[src/rtl/amul_pkg.sv]
// Shared definitions for the array multiplier.
// Assumes nothing beyond a standard elaboration flow.
package amul_pkg;

    // Which circuit provides two's-complement multiplication.
    typedef enum logic {
        SGN_MAGNITUDE = 1'b0,  // absolute values in, conditional negate out
        SGN_EXTEND    = 1'b1   // sign-extended rows summed directly
    } sign_method_e;

endpackage

[src/rtl/amul_ha.sv]
// Half adder cell: sum and carry of two bits.
// Assumes single-bit inputs; no timing state.
module amul_ha (
    input  logic x,
    input  logic y,
    output logic s,
    output logic c
);

    // Sum and carry of the two inputs.
    assign s = x ^ y;
    assign c = x & y;

endmodule

[src/rtl/amul_fa.sv]
// Full adder cell: sum and carry of three bits.
// Assumes single-bit inputs; no timing state.
module amul_fa (
    input  logic x,
    input  logic y,
    input  logic ci,
    output logic s,
    output logic co
);

    // Sum and majority carry.
    assign s  = x ^ y ^ ci;
    assign co = (x & y) | (x & ci) | (y & ci);

endmodule

[src/rtl/amul_cneg.sv]
// Conditional two's-complement negation: q = en ? -d : d (modulo 2^W).
// Built from an inverter row and a half-adder increment chain.
// Assumes W >= 1; the carry out of the top bit is discarded.
module amul_cneg #(
    parameter int W = 8
) (
    input  logic [W-1:0] d,
    input  logic         en,
    output logic [W-1:0] q
);

    logic [W-1:0] inv;
    logic [W-1:0] cy;

    // Invert every bit when negating; seed the increment with en.
    assign inv   = d ^ {W{en}};
    assign cy[0] = en;

    for (genvar i = 0; i < W - 1; i++) begin : g_inc
        amul_ha u_ha (.x(inv[i]), .y(cy[i]), .s(q[i]), .c(cy[i+1]));
    end

    // Top bit needs no carry out.
    assign q[W-1] = inv[W-1] ^ cy[W-1];

endmodule

[src/rtl/amul_ppgen.sv]
// Partial-product generator: one AND row per multiplier bit, optionally
// widened with the row's sign bit, then shifted to its bit weight.
// Assumes PW >= WIDTH; sext is applied to every row alike.
module amul_ppgen #(
    parameter int WIDTH = 8,
    parameter int PW    = 2 * WIDTH
) (
    input  logic [WIDTH-1:0]         op_a,
    input  logic [WIDTH-1:0]         op_b,
    input  logic                     sext,
    output logic [WIDTH-1:0][PW-1:0] rows
);

    localparam int EXT = PW - WIDTH;

    for (genvar i = 0; i < WIDTH; i++) begin : g_row
        logic [WIDTH-1:0] and_row;
        logic [PW-1:0]    wide_row;

        // Gate the multiplicand with multiplier bit i.
        assign and_row  = op_a & {WIDTH{op_b[i]}};
        // Widen with zeros, or with the row sign when extending.
        assign wide_row = {{EXT{sext & and_row[WIDTH-1]}}, and_row};
        // Place the row at weight 2^i.
        assign rows[i]  = wide_row << i;
    end

endmodule

[src/rtl/amul_rowadd.sv]
// One accumulation row of the array: ripple sum of two PW-bit words.
// The least significant cell is a half adder, the others are full adders;
// the carry out of the top cell is dropped (result modulo 2^PW).
// Assumes PW >= 2.
module amul_rowadd #(
    parameter int PW = 16
) (
    input  logic [PW-1:0] x,
    input  logic [PW-1:0] y,
    output logic [PW-1:0] s
);

    logic [PW-1:0] cy;

    // Edge cell: no incoming carry.
    amul_ha u_edge (.x(x[0]), .y(y[0]), .s(s[0]), .c(cy[1]));

    // Inner cells.
    for (genvar i = 1; i < PW - 1; i++) begin : g_cell
        amul_fa u_fa (.x(x[i]), .y(y[i]), .ci(cy[i]), .s(s[i]), .co(cy[i+1]));
    end

    // Top cell: sum only.
    assign s[PW-1] = x[PW-1] ^ y[PW-1] ^ cy[PW-1];

    assign cy[0] = 1'b0;

endmodule

[src/rtl/amul_array.sv]
// Combinational WIDTH x WIDTH array multiplier with a 2*WIDTH product.
// signed_mode selects two's-complement operands; SIGN_METHOD picks the
// signed circuit. SGN_EXTEND is only exact in signed mode when the
// multiplier's top bit is 0. Assumes WIDTH >= 2. Holds no state.
module amul_array
    import amul_pkg::*;
#(
    parameter int           WIDTH       = 8,
    parameter sign_method_e SIGN_METHOD = SGN_MAGNITUDE
) (
    input  logic [WIDTH-1:0]   multiplicand,
    input  logic [WIDTH-1:0]   multiplier,
    input  logic               signed_mode,
    output logic [2*WIDTH-1:0] product
);

    localparam int PW = 2 * WIDTH;

    logic [WIDTH-1:0]         op_a;
    logic [WIDTH-1:0]         op_b;
    logic                     sext;
    logic [WIDTH-1:0][PW-1:0] rows;
    logic [PW-1:0]            acc [WIDTH];
    logic [PW-1:0]            raw;

    if (SIGN_METHOD == SGN_MAGNITUDE) begin : g_mag
        logic neg_a;
        logic neg_b;

        // Operand signs matter only in signed mode.
        assign neg_a = signed_mode & multiplicand[WIDTH-1];
        assign neg_b = signed_mode & multiplier[WIDTH-1];

        // Magnitudes feed an unsigned array.
        amul_cneg #(.W(WIDTH)) u_abs_a (.d(multiplicand), .en(neg_a), .q(op_a));
        amul_cneg #(.W(WIDTH)) u_abs_b (.d(multiplier),   .en(neg_b), .q(op_b));
        assign sext = 1'b0;

        // Restore the sign when the operand signs differ.
        amul_cneg #(.W(PW)) u_fix (.d(raw), .en(neg_a ^ neg_b), .q(product));
    end else begin : g_ext
        // Operands go straight in; rows carry the multiplicand sign.
        assign op_a    = multiplicand;
        assign op_b    = multiplier;
        assign sext    = signed_mode;
        assign product = raw;
    end

    amul_ppgen #(.WIDTH(WIDTH), .PW(PW)) u_pp (
        .op_a (op_a),
        .op_b (op_b),
        .sext (sext),
        .rows (rows)
    );

    // First row seeds the accumulation chain.
    assign acc[0] = rows[0];

    for (genvar i = 1; i < WIDTH; i++) begin : g_acc
        amul_rowadd #(.PW(PW)) u_row (.x(acc[i-1]), .y(rows[i]), .s(acc[i]));
    end

    assign raw = acc[WIDTH-1];

endmodule

[config.mk]
export PLATFORM = sky130hd
export DESIGN_NAME = amul_array
export DESIGN_NICKNAME = d
export VERILOG_FILES = /design/src/rtl/amul_pkg.sv /design/src/rtl/amul_ha.sv /design/src/rtl/amul_fa.sv /design/src/rtl/amul_cneg.sv /design/src/rtl/amul_ppgen.sv /design/src/rtl/amul_rowadd.sv /design/src/rtl/amul_array.sv
export SDC_FILE = /design/constraint.sdc
export NUM_CORES = 1
export LEC_CHECK = 0
export BUFFER_PORTS_ARGS = -buffer_cell sky130_fd_sc_hd__buf_2
export CORE_UTILIZATION = 62
export DETAILED_ROUTE_END_ITERATION = 12
export GPL_TIMING_DRIVEN = 0
export PLACE_DENSITY_LB_ADDON = 0.1
export SYNTH_ARGS = -nofsm -noshare
export SYNTH_HDL_FRONTEND = slang
export SYNTH_SLANG_ARGS = --single-unit
[constraint.sdc]
create_clock -name vclk -period 22.8
set_clock_uncertainty 0.2 [all_clocks]
set_input_delay 4.56 -clock vclk [all_inputs]
set_output_delay 4.56 -clock vclk [all_outputs]
set_load 0.02 [all_outputs]
# --- Yosys cells after proc, flatten, opt, wreduce, memory -nomap -nowiden ---
# Index checks and enable logic that the tools add are counted.
word_totals:
  register_bits: 0
  in_bits: 17
  wordCells: 427
op_classes:
  bitwise_logic: 427
ops:
  columns: ["operator", "count"]
  rows:
  - ["$and A1 B1 Y1", 183]
  - ["$xor A1 B1 Y1", 137]
  - ["$or A1 B1 Y1", 96]
  - ["$and A8 B8 Y8", 8]
  - ["$xor A16 B16 Y16", 1]
  - ["$xor A8 B8 Y8", 2]

# --- Depth between registers and ports, before layout ---
logic_depth:
  word_depth: 79
  depth_mapped: 33

# --- Hierarchy ---
# A second synthesis with hierarchy kept.
unflattened:
  cells_unflattened: 312
  area_unflattened_um2: 3882.5
modules_own_cells:
  columns: ["module", "n_inst", "cells_per_inst", "area_each_um2", "seq_area_each_um2"]
  rows:
  - ["amul_fa", 98, 1, 20.0, 0.0]
  - ["amul_ppgen", 1, 130, 900.9, 0.0]
  - ["amul_ha", 36, 1, 12.5, 0.0]
  - ["amul_cneg at g_mag.u_abs_a ...", 2, 9, 96.3, 0.0]
  - ["amul_cneg at g_mag.u_fix", 1, 18, 177.7, 0.0]
  - ["amul_rowadd", 7, 1, 23.8, 0.0]
  - ["amul_array", 1, 5, 32.5, 0.0]

# --- Worst setup path after synthesis ---
# No wires, ideal clock.
synth_timing:
  path_type: "input to output"
  from: "in signed_mode"
  to: "out product[15]"
  arrival_time_ns: 14.942
  setup_slack_ns: 3.098
  stages: 31
  path_cell_list: "buf_2 -> nand2_1 -> xnor2_1 -> ha_1 -> ha_1 -> and2_1 -> fa_1 -> fa_1 -> fa_1 -> fa_1 -> fa_1 -> fa_1 -> fa_1 -> fa_1 -> fa_1 -> fa_1 -> fa_1 -> fa_1 -> fa_1 -> fa_1 -> fa_1 -> inv_1 -> fa_1 -> fa_1 -> fa_1 -> inv_1 -> fa_1 -> xnor2_2 -> ha_1 -> xor2_1 -> xnor2_1"
synth_via:
  elab_chain_cells: 58
  word_cells_on_any_way: 412
  cone_classes: "bitwise: 412"
synth_lines:
  columns: ["element", "line", "rtl"]
  rows:
  - ["start: declaration", "amul_array.sv:13", "input logic signed_mode,"]
  - ["$and A1 B1 Y1, on equally long branches", "amul_array.sv:31, amul_array.sv:32", null]
  - ["$xor A8 B8 Y8", "amul_cneg.sv:16", "assign inv = d ^ {W{en}};"]
  - ["$and A1 B1 Y1", "amul_ha.sv:12", "assign c = x & y;"]
  - ["$and A1 B1 Y1 or $xor A1 B1 Y1 (tied branches)", "amul_ha.sv:12, amul_ha.sv:11", null]
  - ["$xor A1 B1 Y1 or $and A8 B8 Y8 (tied branches)", "amul_ha.sv:11, amul_ppgen.sv:21", null]
  - ["$and A8 B8 Y8 or $and A1 B1 Y1 (tied branches)", "amul_ppgen.sv:21, amul_fa.sv:13", null]
  - ["$and A1 B1 Y1", "amul_fa.sv:13", "assign co = (x & y) | (x & ci) | (y & ci);"]
  - ["$or A1 B1 Y1 (2 in series)", "amul_fa.sv:13", null]
  - ["[38 not listed]", null, null]
  - ["$and A1 B1 Y1", "amul_fa.sv:13", null]
  - ["$or A1 B1 Y1 (2 in series)", "amul_fa.sv:13", null]
  - ["$and A1 B1 Y1", "amul_fa.sv:13", null]
  - ["$or A1 B1 Y1 (2 in series)", "amul_fa.sv:13", null]
  - ["$and A1 B1 Y1", "amul_fa.sv:13", null]
  - ["$or A1 B1 Y1 (2 in series)", "amul_fa.sv:13", null]
  - ["$xor A16 B16 Y16", "amul_cneg.sv:16", null]
  - ["$xor A1 B1 Y1 (*)", "amul_cneg.sv:24", "assign q[W-1] = inv[W-1] ^ cy[W-1];"]
  - ["end: declaration", "amul_array.sv:14", "output logic [2*WIDTH-1:0] product"]
# Mark *: on every way between the ends. The rest lies on a longest branch, timed or not.

# --- Final worst setup path ---
# Ends and elaborated chain as after synthesis.

==> impl_metrics.env <==
export IMPL_wire_length_of_the_first_global_routing_pass_mm=6.11
export IMPL_hold_path_depth=4
export IMPL_antenna_diode_count=0
export IMPL_core_area_mm2=0.00366
export IMPL_fin_crit_ps=20050
export IMPL_worst_endpoint_arrival_ps=15290
export IMPL_crit_fanout=8
export IMPL_globalRoute_totalOverflow=0
export IMPL_finalSetupTns_ps=0
export IMPL_mappedNetlistArea_mm2=0.00235
export IMPL_std_cell_rows=22
export IMPL_holdPathEnd="product[0]"
export IMPL_initial_core_utilization_pct=64.3
export IMPL_die_width_um=63.6
export IMPL_worstHoldStart="multiplicand[0]"
export IMPL_maxSlewViolCount=0
export IMPL_drt_pre_antenna_iters=3
export IMPL_number_of_global_route_vias_before_repair=1563
export IMPL_place_congestion=0.723
export IMPL_io_pin_count=33
export IMPL_most_used_cell_cp="fa_1"
export IMPL_detailedRoute_firstIterationViolations=6
export IMPL_final_clkbuf_count=0
export IMPL_critPathLaunchType="primary input"
export IMPL_rsz0062_at_grt="false"
export IMPL_crit_path_top_delay_cell="fa_1"
export IMPL_setup_viol=0
export IMPL_min_delay_path_class="in -> out"
export IMPL_report_final_hold_viol_count=0
export IMPL_max_slew_headroom_at_the_worst_pin_pct=62.5
export IMPL_post_cts_hold_buffer_count=0
export IMPL_critPathKind="in -> out"
export IMPL_yosys_warnings=0
export IMPL_initial_antenna_violation_count=0
export IMPL_worstSetupEndpointType="output pin"
export IMPL_syn_instance_count=218
export IMPL_critical_path_required_ps=18040
export IMPL_cts_repair_resized=0
export IMPL_grt_max_degree=11
export IMPL_achievable_frequency_mhz=49.9
export IMPL_dieHeight_um=63.6
export IMPL_detail_route_vias_per_cell=4.96
export IMPL_critPathMaxStageDelay_ps=500
export IMPL_groute_usage_overall_pct=18.3
export IMPL_yosys_cell_types_count=18
export IMPL_drcViolationCount=0
export IMPL_synth_avg_cell_area_um2=10.8
export IMPL_hpwl_mm=3.22
export IMPL_seq_cells=0
export IMPL_area_sequential_um2=0
export IMPL_timing_max_cap_violations=0
export IMPL_route_antenna_remaining_nets=0
export IMPL_worst_slew_pin_slew_ps=559
export IMPL_routed_via_count=1478
export IMPL_outcome="finished clean"
export IMPL_area_growth_synth_to_final_pct=9.36
export IMPL_routedWlPerCell_um=11.0
export IMPL_drt_total_wl_mm=3.29
export IMPL_design_final_nets=351
export IMPL_share_of_the_clock_period_used_by_the_worst_path_after_layout_pct=87.9
export IMPL_seq_area_frac_synth_pct=0
export IMPL_post_route_cells_drive_above_1_share_pct=23.6
export IMPL_cts_repair_timing_setup_buffer_count=0
export IMPL_die_area_mm2=0.00404
export IMPL_synth_fp_nets=317
export IMPL_number_of_i_o_port_buffers=32
-- synthesized netlist by cell type --
cell	count	area share, %
xnor2_1	18	6.7
buf_4	15	4.8
o211ai_1	1	0.32
xnor2_2	9	6.2
and2_1	44	12
nand2_1	7	1.1
nand2_2	1	0.27
inv_1	10	1.6
buf_6	1	0.48
nand3_1	2	0.43
ha_1	34	18
nand3b_1	1	0.32
nor2b_1	13	3.5
fa_1	48	41
nand2b_1	3	0.80
nor2_1	5	0.80
xor2_1	5	1.9
buf_2	1	0.21
-- metal layers --
layer / up-vias / part of all wire (%) / track usage [%]
met4: 0 / 0.58 / 0.852
met2: 22 / 56 / 38.2
li1: 733 / - / -
met3: 2 / 0.91 / 0
met1: 721 / 42 / 21.5
met5: - / 0 / 0
-- cell type report --
cell class	instances	area, µm²
Multi-Input combinational cell	191	2190
Timing Repair Buffer	32	160
Buffer	17	129
Fill cell	318	1090
Tap cell	48	60.1
Inverter	10	37.5
-- critical path: cells and delay by family --
kind	cells	cell delay, ps
buffers and inverters	4	440
adder cells (fa/ha/maj)	22	9150
XOR/XNOR	4	680
AND/OR/NAND/NOR	2	440
-- per-stage QoR --
step	util (%)	worst slack, ps	instance area, µm²	hold slack [ps]	std cells
2_1_floorplan	-	3100	2350	9170	218
3_3_place_gp	70.3	2860	2570	9480	298
3_5_place_dp	70.3	2650	2570	9490	298
4_1_cts	70.3	2630	2570	9490	298
5_1_grt	70.3	2330	2570	9520	298
6_report	70.3	2750	2570	9480	298
-- cell families (layout without fill, tap and decap cells) --
family	after synthesis	in the layout	synth area share (%)
compound gates	1	1	0.319
xor+xnor	32	32	14.8
fa+ha+maj	82	82	58.9
buf+inv	27	59	7.07
simple gates	76	76	18.9
-- how the worst max path moves through the flow --
stage	from	endpoint	slack [ps]	cells past startpoint
after floorplan	signed_mode	product[15]	3100	31
after global placement	signed_mode	product[15]	2860	32
after detailed placement	signed_mode	product[15]	2650	32
after CTS	signed_mode	product[15]	2630	32
after global routing	signed_mode	product[15]	2330	32
final	signed_mode	product[15]	2750	32
-- placed cells by master (no fill, tap or decap), drive strengths merged, types with 2 or more instances in the layout --
cell type,netlist,final
and2,44,44
buf,17,49
fa,48,48
ha,34,34
inv,10,10
nand2,8,8
nand2b,3,3
nand3,2,2
nor2,5,5
nor2b,13,13
xnor2,27,27
xor2,5,5
Power is not shown: default switching activity piles up to over one toggle a cycle in this logic, so the estimate is an artifact.
